## config.mk

```make
export PLATFORM = sky130hd
export DESIGN_NAME = shadd_step_acc
export DESIGN_NICKNAME = d
export VERILOG_FILES = /design/src/rtl/shadd_pkg.sv /design/src/rtl/shadd_ctrl.sv /design/src/rtl/shadd_step_dp.sv /design/src/rtl/shadd_half_reg.sv /design/src/rtl/shadd_step_acc.sv
export SDC_FILE = /design/constraint.sdc
export NUM_CORES = 1
export LEC_CHECK = 0
export BUFFER_PORTS_ARGS = -buffer_cell sky130_fd_sc_hd__buf_4
export CORE_ASPECT_RATIO = 0.9
export CORE_MARGIN = 8
export CORE_UTILIZATION = 52
export CTS_CLUSTER_DIAMETER = 60
export CTS_CLUSTER_SIZE = 28
export DETAILED_ROUTE_END_ITERATION = 16
export PLACE_DENSITY = 0.75
export SETUP_SLACK_MARGIN = 0.4
export SLEW_MARGIN = 10
export SYNTH_ARGS = -nofsm -noshare
export SYNTH_HDL_FRONTEND = slang
export SYNTH_SLANG_ARGS = --single-unit
```

## constraint.sdc

```tcl
create_clock -name clk -period 2.5 [get_ports clk]
set_input_delay 0.5 -clock clk [delete_from_list [all_inputs] [get_ports clk]]
set_output_delay 0.5 -clock clk [all_outputs]
set_load 0.01 [all_outputs]
```

## src/rtl/shadd_pkg.sv

```systemverilog
package shadd_pkg;

    localparam int unsigned ACC_HALF_W_DEF = 12;

    typedef enum logic [1:0] {
        HOP_HOLD  = 2'd0,
        HOP_CLEAR = 2'd1,
        HOP_LOAD  = 2'd2,
        HOP_SHIFT = 2'd3
    } half_op_e;

    // Per-half action: clear beats load, any control beats a step.
    function automatic half_op_e pick_op(input logic clr, input logic ld,
                                         input logic any_ctrl, input logic step);
        if (clr)           return HOP_CLEAR;
        else if (ld)       return HOP_LOAD;
        else if (any_ctrl) return HOP_HOLD;
        else if (step)     return HOP_SHIFT;
        else               return HOP_HOLD;
    endfunction

endpackage

```

## src/rtl/shadd_ctrl.sv

```systemverilog
module shadd_ctrl
    import shadd_pkg::*;
(
    input  logic     step_i,
    input  logic     clr_hi_i,
    input  logic     clr_lo_i,
    input  logic     ld_hi_i,
    input  logic     ld_lo_i,
    output half_op_e op_hi_o,
    output half_op_e op_lo_o
);
    logic any_ctrl;

    always_comb begin
        any_ctrl = clr_hi_i | clr_lo_i | ld_hi_i | ld_lo_i;
        op_hi_o  = pick_op(clr_hi_i, ld_hi_i, any_ctrl, step_i);
        op_lo_o  = pick_op(clr_lo_i, ld_lo_i, any_ctrl, step_i);
    end
endmodule

```

## src/rtl/shadd_step_dp.sv

```systemverilog
module shadd_step_dp #(
    parameter int unsigned HALF_W = 12
) (
    input  logic [HALF_W-1:0] hi_i,
    input  logic [HALF_W-1:0] lo_i,
    input  logic [HALF_W-1:0] mem_i,
    output logic [HALF_W-1:0] nxt_hi_o,
    output logic [HALF_W-1:0] nxt_lo_o
);
    localparam int unsigned SUM_W = HALF_W + 1;

    logic [SUM_W-1:0] addend;
    logic [SUM_W-1:0] sum;

    always_comb begin
        addend   = lo_i[0] ? {1'b0, mem_i} : '0;
        sum      = {1'b0, hi_i} + addend;
        nxt_hi_o = sum[SUM_W-1:1];
        nxt_lo_o = {sum[0], lo_i[HALF_W-1:1]};
    end
endmodule

```

## src/rtl/shadd_half_reg.sv

```systemverilog
module shadd_half_reg
    import shadd_pkg::*;
#(
    parameter int unsigned HALF_W = 12
) (
    input  logic              clk,
    input  logic              rst,
    input  half_op_e          op_i,
    input  logic [HALF_W-1:0] load_i,
    input  logic [HALF_W-1:0] shift_i,
    output logic [HALF_W-1:0] q_o
);
    always_ff @(posedge clk) begin
        if (rst) begin
            q_o <= '0;
        end else begin
            unique case (op_i)
                HOP_CLEAR: q_o <= '0;
                HOP_LOAD:  q_o <= load_i;
                HOP_SHIFT: q_o <= shift_i;
                default:   q_o <= q_o;
            endcase
        end
    end
endmodule

```

## src/rtl/shadd_step_acc.sv

```systemverilog
module shadd_step_acc
    import shadd_pkg::*;
#(
    parameter int unsigned HALF_W = ACC_HALF_W_DEF
) (
    input  logic              clk,
    input  logic              rst,
    input  logic              step_i,
    input  logic [HALF_W-1:0] mem_i,
    input  logic              clr_hi_i,
    input  logic              clr_lo_i,
    input  logic              ld_hi_i,
    input  logic              ld_lo_i,
    output logic [HALF_W-1:0] acc_hi_o,
    output logic [HALF_W-1:0] acc_lo_o
);
    localparam int unsigned N_HALF = 2;
    localparam int unsigned IDX_LO = 0;
    localparam int unsigned IDX_HI = 1;

    half_op_e          ops   [N_HALF];
    logic [HALF_W-1:0] shv   [N_HALF];
    logic [HALF_W-1:0] halfq [N_HALF];

    shadd_ctrl u_ctrl (
        .step_i   (step_i),
        .clr_hi_i (clr_hi_i),
        .clr_lo_i (clr_lo_i),
        .ld_hi_i  (ld_hi_i),
        .ld_lo_i  (ld_lo_i),
        .op_hi_o  (ops[IDX_HI]),
        .op_lo_o  (ops[IDX_LO])
    );

    shadd_step_dp #(.HALF_W(HALF_W)) u_dp (
        .hi_i     (halfq[IDX_HI]),
        .lo_i     (halfq[IDX_LO]),
        .mem_i    (mem_i),
        .nxt_hi_o (shv[IDX_HI]),
        .nxt_lo_o (shv[IDX_LO])
    );

    for (genvar g = 0; g < N_HALF; g++) begin : g_half
        shadd_half_reg #(.HALF_W(HALF_W)) u_reg (
            .clk     (clk),
            .rst     (rst),
            .op_i    (ops[g]),
            .load_i  (mem_i),
            .shift_i (shv[g]),
            .q_o     (halfq[g])
        );
    end

    assign acc_hi_o = halfq[IDX_HI];
    assign acc_lo_o = halfq[IDX_LO];

    logic any_ctl;
    assign any_ctl = clr_hi_i | clr_lo_i | ld_hi_i | ld_lo_i;

    AST_RESET_ZERO: assert property (@(posedge clk)
        rst |=> (acc_hi_o == '0 && acc_lo_o == '0));

    AST_CLEAR_HI: assert property (@(posedge clk) disable iff (rst)
        clr_hi_i |=> acc_hi_o == '0);

    AST_LOAD_LO: assert property (@(posedge clk) disable iff (rst)
        (ld_lo_i && !clr_lo_i) |=> acc_lo_o == $past(mem_i));

    AST_SHIFT_ZERO_BIT: assert property (@(posedge clk) disable iff (rst)
        (step_i && !any_ctl && !acc_lo_o[0]) |=>
        (acc_hi_o == ($past(acc_hi_o) >> 1) &&
         acc_lo_o == {$past(acc_hi_o[0]), $past(acc_lo_o[HALF_W-1:1])}));

    AST_ADD_ONE_BIT: assert property (@(posedge clk) disable iff (rst)
        (step_i && !any_ctl && acc_lo_o[0]) |=>
        ({acc_hi_o, acc_lo_o[HALF_W-1]} ==
         ({1'b0, $past(acc_hi_o)} + {1'b0, $past(mem_i)})));

    AST_IDLE_HOLD: assert property (@(posedge clk) disable iff (rst)
        (!step_i && !any_ctl) |=> ($stable(acc_hi_o) && $stable(acc_lo_o)));

    AST_STEP_BLOCKED: assert property (@(posedge clk) disable iff (rst)
        (step_i && (clr_hi_i || ld_hi_i) && !clr_lo_i && !ld_lo_i) |=>
        $stable(acc_lo_o));

    AST_CLEAR_OVER_LOAD: assert property (@(posedge clk) disable iff (rst)
        (clr_lo_i && ld_lo_i) |=> acc_lo_o == '0);

endmodule

```

==> results.md, run 1 <==
- Num CTS Buffers: 3
- First-pass DRT Iterations: 5
- Top FF cell, synth: dfxtp_1
- Met2 Usage GRT: 31.1%
- Worst path slowest cell: dfxtp_4
- Largest register FFs: 24
- Hold Violations, Final: 0
- Initial DRC count: 158
- Fin util: 69.2%
- Final Max Slew Viols: 0
- DP HPWL: 3970 um
- Power per cell area: 407 nW/um^2
- Biggest register: g_half.u_reg.q_o
- Worst Setup EP: g_half[1].u_reg.q_o[10]
- Clock network power share: 34.7%
- CP endpoint kind: register
- Post-synth cell types: 44
- F_max: 492 MHz
- Initial Utilization: 53.9%
- Period utilisation layout: 81.3%
- Die Area: 5210 sq um
- Met1 usage: 26.0%
- Top flop regs: g_half.u_reg.q_o (24)
- Minimum clock period: 2.03 ns
- Post-synth design cell area: 1640 sq um
- CP Class: register to register
- Routed len/inst: 18.1 um
- Worst vdd ir: 335 uV
- Final nets: 274
- Hold Crit Class: input pin to register
- YS warnings: 0
- Number of synthesized register bits: 24
- Worst path most repeated cell: buf_4
- Syn avg cell area: 8.32 sq um
- Crit-path max FO: 13
- Net Switching: 0.227 mW
- Sinks on Clock Net: 24
- Relative slew slack: 71.6%
- ANT nets after route: 0
- Rows: 19
- Number of remaining DRC errors: 0
- Leakage power total: 0.928 nW
- Gate power share: 17.9%
- Crit path DAT: 2.28 ns
- Met3 usage: 4.48%
- Vias per cell: 6.30
- Setup_tns: 0 ns
- Layout Skew: 0.0228 ns
- Final setup viols: 0
- Num ports: 43
- Global Route Usage Sum: 19.6%
- Data required, critical path: 2.74 ns
- Fillers: 273
- Port buffer count: 42
- Clock Path Buffers: 2
- Cell taking the most area after synthesis: dfxtp_1
- Die Y-Extent: 69.3 um
- RSZ-0062 raised after global routing: true
- Top post-synthesis cells by area: dfxtp_1, ha_1, a222oi_1
- Critical path origin: g_half[0].u_reg.q_o[0]
- Vias: 1782
- Register area share after synthesis: 29.3%
- Worst-Margin Slew: 0.425 ns
- Number of global-route vias before repair: 1750
- Initial antenna violation count: 0
- Clk slew on worst S/H paths: 0.16 ns
- Pin count of the biggest net entering global routing: 28
- Die X-Extent: 75.2 um
- GR peak layer: met2
- Post-CTS Hold Fix Bufs: 0
- Post-synth EDFFs: 0
- First-pass GRT wire length: 8220 um
- CTS tree: built
- R2r startpoint: g_half[0].u_reg.q_o[0]
- Max_cap viols: 0
- Area grow syn2layout: 28.5%
- Crit-path cells: buf_4, nand2_1, inv_1, ha_1, a21o_1, nand4_1, buf_4, a21oi_2, o21ai_0, o311ai_0
- Critical R2R Capture: g_half[1].u_reg.q_o[10]
- Layout cell share with drive strength beyond 1: 29.0%
- Detailed Route WL: 5130 um
- Synth Instances: 197
- Core ar.: 3040 sq um
- Post-Syn Nets: 229
- Synth async-reset ratio: 0%
- Net Sw Frac: 26.5%
- Post-synth top area share: 29.3%
- Worst reg-to-reg path cell count: 10
- Global route overflow: 0
- Seq pwr share: 47.4%
- H-tree Lvls: 1
- Max incr delay on CP: 0.36 ns
- Ant diodes: 0
- Critical Path Start Type: register
- Reg2Reg Setup Slack: 0.47 ns
- Final GP Congestion: 0.943
- Later-pin clock latency in the skew report: 0.34 ns
- Status: completed
- Int Power: 0.629 mW
- Cell chosen for the clock root: clkbuf_4
- Synth cell count leaders: dfxtp_1, nor2_1, a222oi_1
[metrics by stage]
| step | hold WS [ns] | worst slack (ns) | std cells | total power [mW] | instance area (sq um) |
|---|---|---|---|---|---|
| after floorplan | 0.536 | 0.448 | 197 | 0.493 | 1650 |
| after global placement | 0.511 | 0.265 | 277 | 0.560 | 2010 |
| after detailed placement | 0.526 | 0.139 | 277 | 0.564 | 2010 |
| after CTS | 0.433 | 0.399 | 282 | 0.855 | 2070 |
| after global routing | 0.442 | 0.368 | 283 | 0.889 | 2110 |
| final | 0.432 | 0.467 | 283 | 0.856 | 2110 |
[worst max-delay path, delay by kind of cell, from the launching register on]
kind | cells | cell delay [ns]
flip-flops | 1 | 0.36
adder cells (fa/ha/maj) | 1 | 0.27
AND/OR/NAND/NOR | 2 | 0.38
AO/OA/AOI/OAI | 4 | 0.47
buffers and inverters | 3 | 0.48
[logic make-up after synthesis]
family | synth area share [%]
buffers and inverters | 5.11
flip-flops | 29.3
XOR/XNOR | 1.07
AO/OA/AOI/OAI | 30.2
adder cells (fa/ha/maj) | 10.4
AND/OR/NAND/NOR | 23.9
[metal layers]
| metal | share of wire [%] | wire length (um) | up-vias |
|---|---|---|---|
| li1 | - | - | 845 |
| met1 | 45 | 2280 | 843 |
| met2 | 45 | 2330 | 90 |
| met3 | 9.0 | 463 | 4 |
| met4 | 0.92 | 47 | 0 |
| met5 | 0 | 0 | - |
[cells in the final DEF (no fill, tap or decap), drive strengths merged, types with 3 or more instances in the layout]
cell	instances
nor2b	4
nand2	9
o21ai	5
a22o	4
nor3	7
o21a	4
buf	51
clkbuf	3
a222oi	14
inv	7
dfxtp	24
a22oi	5
and2	13
nand3	5
ha	12
nor2	24
and3	4
a21oi	12
a21o	4
[area by class of cell]
cell class / count / area (sq um) / area share [%]
timing repair buffer: 51 / 383 / 18.2
multi-input combinational: 155 / 1110 / 52.6
tap: 42 / 52.6 / 2.50
sequential: 24 / 484 / 23.0
clock inverter: 1 / 30.0 / 1.43
clock buffer: 3 / 22.5 / 1.07
inverter: 7 / 26.3 / 1.25
[power groups by stage]
stage | clock, mW | sequential, mW | combinational [mW]
2_1_floorplan | 0 | 0.418 | 0.0743
3_3_place_gp | 0 | 0.415 | 0.145
3_5_place_dp | 0 | 0.416 | 0.148
4_1_cts | 0.299 | 0.405 | 0.150
5_1_grt | 0.315 | 0.408 | 0.166
6_report | 0.297 | 0.406 | 0.153
[worst min path at each step]
stage                                       from  cells past startpoint                     end  slack [ns]
after detailed placement  g_half[0].u_reg.q_o[2]                      2  g_half[0].u_reg.q_o[2]        0.53
after CTS                               clr_hi_i                      3  g_half[1].u_reg.q_o[0]        0.43
after floorplan           g_half[0].u_reg.q_o[0]                      2  g_half[0].u_reg.q_o[0]        0.54
after global placement    g_half[0].u_reg.q_o[2]                      2  g_half[0].u_reg.q_o[2]        0.51
after global routing                    clr_hi_i                      3  g_half[1].u_reg.q_o[0]        0.44
final                                   clr_hi_i                      3  g_half[1].u_reg.q_o[0]        0.43
[repair_timing]
item,in CTS,in global routing
setup buffers,1,1
endpoints found under the setup margin,4,7
pin swaps,0,2
resized for setup,1,9
(Power assumes the default switching activity.)
==> run 2: changes to the inputs <==
Settings changed: CORE_UTILIZATION 52 to 47, PLACE_DENSITY 0.75 to 0.71.
Clock period 2.5 ns to 1.7 ns, I/O delays scaled along.
==> results.md, run 2 (synthesized netlist as in run 1, its figures left out) <==
- Critical R2R Capture: g_half[1].u_reg.q_o[5]
- Final GP Congestion: 0.936 (-0.74%)
- Worst Setup EP: g_half[1].u_reg.q_o[5]
- Global route overflow: 0 (unchanged)
- Max_cap viols: 0 (unchanged)
- Worst vdd ir: 527 uV (+57%)
- Sinks on Clock Net: 24 (unchanged)
- CTS tree: built
- Ant diodes: 0 (unchanged)
- Final setup viols: 9 (+9)
- Critical Path Start Type: register
- Clock Path Buffers: 2 (unchanged)
- Num CTS Buffers: 3 (unchanged)
- Worst path slowest cell: dfxtp_4
- CP Class: register to register
- Reg2Reg Setup Slack: -0.26 ns (-0.72 ns)
- Final nets: 313 (+14%)
- Critical Path Stages: 9 (-1)
- Crit-path cells: and2_4, ha_4, inv_2, fa_2, nor2b_2, o211ai_1, a21bo_2, and3_4, o32ai_2
- Detailed Route WL: 6080 um (+19%)
- Die Y-Extent: 72.0 um (+4.0%)
- Violated checks: setup timing
- Later-pin clock latency in the skew report: 0.28 ns (-0.06 ns)
- Die X-Extent: 78.3 um (+4.1%)
- Max incr delay on CP: 0.37 ns (about the same)
- Global Route Usage Sum: 21.2% (+1.6 points)
- Biggest register: g_half.u_reg.q_o
- Data required, critical path: 1.89 ns (-0.85 ns)
- H-tree Lvls: 1 (unchanged)
- Die Area: 5640 sq um (+8.2%)
- Number of global-route vias before repair: 1990 (+14%)
- RSZ-0062 raised after global routing: true
- Hold Violations, Final: 0 (unchanged)
- Top flop regs: g_half.u_reg.q_o (24)
- CP endpoint kind: register
- DP HPWL: 4280 um (+7.7%)
- Final setup margin: -0.256 ns (-0.723 ns)
- Critical path origin: g_half[0].u_reg.q_o[0]
- Status: complete, but fails checks
- Power per cell area: 538 nW/um^2 (+32%)
- Minimum clock period: 1.96 ns (-0.0770 ns)
- Total power: 1.41 mW (+65%)
- CP Buf/Inv Count: 1 (-2)
- Vias: 2007 (+13%)
- Most common cell after layout, fill and taps aside: buf_4
- Clk slew on worst S/H paths: 0.09 ns (-0.07 ns)
- Fin area: 2630 sq um (+25%)
- CP delay by family, top: compound AO/OA/AOI/OAI gates
- Hold Crit Class: input pin to register
- Period utilisation layout: 115% (+34 points)
- Initial Utilization: 48.9% (-5.0 points)
- Vias per cell: 6.19 (-1.6%)
- Cell chosen for the clock root: clkbuf_8
- Layout Skew: 0.00867 ns (-0.0141 ns)
- Relative slew slack: 76.9% (+5.3 points)
- Routed len/inst: 18.8 um (+3.6%)
- Num ports: 43 (unchanged)
- ANT nets after route: 0 (unchanged)
- Post-CTS Hold Fix Bufs: 0 (unchanged)
- Pin count of the biggest net entering global routing: 28 (unchanged)
- First-pass DRT Iterations: 5 (unchanged)
- F_max: 511 MHz (+3.9%)
- Rows: 20 (+1)
- Crit-path max FO: 4 (-9)
- Port buffer count: 42 (unchanged)
- Worst reg-to-reg path cell count: 9 (-1)
- Most frequent cells in the layout: buf_4, nor2_1, dfxtp_1
- Final Max Slew Viols: 0 (unchanged)
- Setup WS pre-CTS: -0.361 ns (-0.499 ns)
- Largest register FFs: 24 (unchanged)
- Layout cell share with drive strength beyond 1: 48.9% (+20 points)
- DP Area: 2320 sq um (+16%)
- Worst-Margin Slew: 0.346 ns (-0.0792 ns)
- Setup_tns: -1.55 ns (-1.55 ns)
- Area grow syn2layout: 60.4%
- Number of remaining DRC errors: 0 (unchanged)
- Core ar.: 3350 sq um (+10%)
- Crit path DAT: 2.14 ns (-0.14 ns)
- First-pass GRT wire length: 9760 um (+19%)
- Leakage power total: 1.14 nW (+23%)
- Initial DRC count: 218 (+38%)
- Initial antenna violation count: 0 (unchanged)
- R2r startpoint: g_half[0].u_reg.q_o[0]
[run 2: metrics by stage]
stage	instances	hold slack (ns)	utilization [%]
finish	324	0.360	78.4
global route	324	0.375	78.4
CTS	322	0.347	77.5
detailed placement	310	0.526	69.3
global placement	310	0.514	69.3
floorplan	197	0.486	-
[run 2: power breakdown]
part           internal, mW  switching (mW)
Clock                 0.315           0.200
Sequential            0.579          0.0190
Combinational         0.158           0.142
Total                  1.05           0.361
[run 2: worst min-delay path by stage]
stage	from	end	slack, ns	cells past startpoint
2_1_floorplan	mem_i[4]	g_half[0].u_reg.q_o[4]	0.49	2
3_3_place_gp	g_half[0].u_reg.q_o[1]	g_half[0].u_reg.q_o[1]	0.51	2
3_5_place_dp	g_half[0].u_reg.q_o[1]	g_half[0].u_reg.q_o[1]	0.53	2
4_1_cts	mem_i[5]	g_half[0].u_reg.q_o[5]	0.35	3
5_1_grt	mem_i[11]	g_half[0].u_reg.q_o[11]	0.37	3
6_report	mem_i[5]	g_half[0].u_reg.q_o[5]	0.36	3
[run 2: metal layers]
metal	track usage (%)	share of wire, %	vias to the layer above	wire length, um
met3	4.94	7.7	11	467
li1	-	-	920	-
met5	0	0	-	0
met2	35.9	47	100	2860
met1	26.3	44	976	2650
met4	5.13	1.8	0	108
[run 2: layout make-up]
| cell class | instances | area, sq um |
|---|---|---|
| Multi-Input combinational cell | 155 | 1290 |
| Fill cell | 219 | 724 |
| Clock inverter | 1 | 30.0 |
| Inverter | 7 | 26.3 |
| Sequential cell | 24 | 484 |
| Tap cell | 44 | 55.1 |
| Clock buffer | 3 | 41.3 |
| Timing Repair Buffer | 90 | 706 |
[run 2: what timing repair did]
action / 4_1_cts / 5_1_grt
buffers inserted: 7 / 2
cloned: 1 / 0
endpoints found under the setup margin: 24 / 24
resized for setup: 32 / 3
pin swaps: 13 / 4
hold endpoints to repair: 0 / 0
[run 2: tightest hold or removal path, stage by stage]
cell and delay, ns:
buf_4 0.10, a222oi_1 0.08, nor2_1 0.08
==> run 3: changes to the inputs <==
Settings changed: CORE_UTILIZATION 47 to 55, PLACE_DENSITY 0.71 to 0.79.
Clock period 1.7 ns to 2.35 ns, I/O delays scaled along.
==> results.md, run 3 (synthesized netlist as in run 1, its figures left out) <==
- Num CTS Buffers: 3 (unchanged)
- Worst reg-to-reg path cell count: 10 (+1)
- Hold EP: g_half[0].u_reg.q_o[4]
- Number of global-route vias before repair: 1807 (-9.2%)
- Critical R2R Capture: g_half[1].u_reg.q_o[11]
- Num ports: 43 (unchanged)
- Die Y-Extent: 67.8 um (-5.9%)
- Largest register FFs: 24 (unchanged)
- RSZ-0062 raised after global routing: true
- Clk slew on worst S/H paths: 0.15 ns (+0.06 ns)
- Layout cell share with drive strength beyond 1: 39.8% (-9.2 points)
- Clock Path Buffers: 2 (unchanged)
- Gate power share: 21.9% (+0.7 points)
- Die Area: 4990 sq um (-12%)
- Final setup viols: 0 (-9)
- CP Class: register to register
- Max_cap viols: 0 (unchanged)
- Power per cell area: 369 nW/um^2 (-31%)
- Ant diodes: 0 (unchanged)
- Pin count of the biggest net entering global routing: 28 (unchanged)
- Hold Violations, Final: 0 (unchanged)
- Number of remaining DRC errors: 0 (unchanged)
- Routed len/inst: 20.9 um (+11%)
- First-pass DRT Iterations: 5 (unchanged)
- Hold Slack: 0.384 ns (+0.0236 ns)
- First-pass GRT wire length: 8650 um (-11%)
- Hold Crit Class: input pin to register
- Initial Utilization: 58.7% (+9.8 points)
- Setup_tns: 0 ns (+1.55 ns)
- H-tree Lvls: 1 (unchanged)
- Hold Startpoint: mem_i[4]
- Core ar.: 2790 sq um (-17%)
- Int Power: 0.606 mW (-42%)
- Critical Path Start Type: register
- Final Max Slew Viols: 0 (unchanged)
- Vias: 1935 (-3.6%)
- Crit path DAT: 2.26 ns (+0.12 ns)
- Net Sw Frac: 29.5% (+4.0 points)
- CP endpoint kind: register
- Fin util: 83.5% (+5.1 points)
- Relative slew slack: 61.3% (-16 points)
- Port buffer count: 42 (unchanged)
- Cell chosen for the clock root: clkbuf_4
- Crit-path max FO: 3 (-1)
- Initial antenna violation count: 0 (unchanged)
- Seq pwr share: 50.5% (+8.2 points)
- Sinks on Clock Net: 24 (unchanged)
- Initial DRC count: 282 (+29%)
- Die X-Extent: 73.5 um (-6.0%)
- Area grow syn2layout: 42.3%
- Final nets: 282 (-9.9%)
- Final GP Congestion: 0.925 (-1.2%)
- Biggest register: g_half.u_reg.q_o
- Period utilisation layout: 85.4% (-30 points)
- CTS tree: built
- Detailed Route WL: 6040 um (-0.67%)
- F_max: 498 MHz (-2.5%)
- Leakage power total: 0.951 nW (-16%)
- Status: completed
- Clock network power share: 27.6% (-8.9 points)
- Worst vdd ir: 323 uV (-39%)
- Net Switching: 0.254 mW (-30%)
- Most frequent cells in the layout: buf_4, nor2_1, dfxtp_1
- Global Route Usage Sum: 22.0% (+0.76 points)
- DP HPWL: 3850 um (-10%)
- WHS Path Cells: 3 (unchanged)
- Most common cell after layout, fill and taps aside: buf_4
- Rows: 18 (-10%)
- Minimum clock period: 2.01 ns (+0.0502 ns)
- R2r startpoint: g_half[0].u_reg.q_o[0]
- Layout Skew: 0.00980 ns (+0.00113 ns)
- Reg2Reg Setup Slack: 0.34 ns (+0.60 ns)
- Data required, critical path: 2.61 ns (+0.72 ns)
- Later-pin clock latency in the skew report: 0.34 ns (+0.06 ns)
- Vias per cell: 6.70 (+8.1%)
- ANT nets after route: 0 (unchanged)
- Worst-Margin Slew: 0.576 ns (+0.230 ns)
- Top flop regs: g_half.u_reg.q_o (24)
- Global route overflow: 0 (unchanged)
==> run 3: cell types whose count changed in the layout (fill, tap and decap cells not counted), moves of 2 or more <==
| cell | before | now |
|---|---|---|
| a21oi_1 | 3 | 7 |
| a21oi_2 | 8 | 4 |
| buf_4 | 82 | 57 |
| buf_6 | 8 | 1 |
| clkbuf_4 | 0 | 3 |
| clkbuf_8 | 3 | 1 |
| ha_4 | 6 | 8 |
==> run 3: worst max path at each step <==
stage / from / to / slack (ns) / depth (start not counted)
floorplan: g_half[0].u_reg.q_o[0] / g_half[1].u_reg.q_o[5] / 0.31 / 10
global placement: mem_i[0] / g_half[1].u_reg.q_o[11] / 0.15 / 10
detailed placement: mem_i[0] / g_half[1].u_reg.q_o[11] / 0.03 / 10
CTS: g_half[0].u_reg.q_o[0] / g_half[1].u_reg.q_o[11] / 0.34 / 8
global route: g_half[0].u_reg.q_o[0] / g_half[1].u_reg.q_o[11] / 0.28 / 10
finish: g_half[0].u_reg.q_o[0] / g_half[1].u_reg.q_o[11] / 0.34 / 10
==> run 3: critical path, cell delays in order (launching register included) <==
cell and delay [ns]:
dfxtp_4 0.38, and2_4 0.15, ha_4 0.12, inv_2 0.03, fa_2 0.36, nor2b_4 0.14
o211ai_1 0.11, buf_4 0.16, a21boi_2 0.19, o21ai_1 0.08, a211oi_1 0.20
==> run 3: cell type report <==
cell class                 instances  area, sq um
sequential                        24          484
clock buffer                       4         36.3
tap                               40         50.0
multi-input combinational        155         1280
timing repair buffer              59          459
inverter                           7         26.3
fill                             174          460
==> run 3: power by group through the flow <==
stage	clock network, mW	logic [mW]	registers (mW)
3_3_place_gp	0	0.153	0.441
5_1_grt	0.249	0.200	0.435
4_1_cts	0.240	0.168	0.432
3_5_place_dp	0	0.157	0.442
6_report	0.238	0.189	0.434
2_1_floorplan	0	0.0791	0.444
==> run 3: timing repair <==
action,4_1_cts,5_1_grt
hold buffers,0,0
resized for setup,17,22
setup endpoints to repair,5,8
pin swaps,0,15
buffers inserted,3,7
==> run 3: metrics by stage <==
stage	area [sq um]	setup slack, ns	power, mW	instances
CTS	2150	0.336	0.840	282
finish	2330	0.344	0.860	289
global route	2330	0.277	0.885	289
floorplan	1660	0.313	0.523	197
detailed placement	2010	0.0280	0.599	275
global placement	2010	0.154	0.594	275
==> run 3: layer usage <==
metal	GRT usage, %	wire length [um]
met5	0	0
met4	8.46	186
met3	3.55	591
met2	35.8	2830
met1	28.3	2440
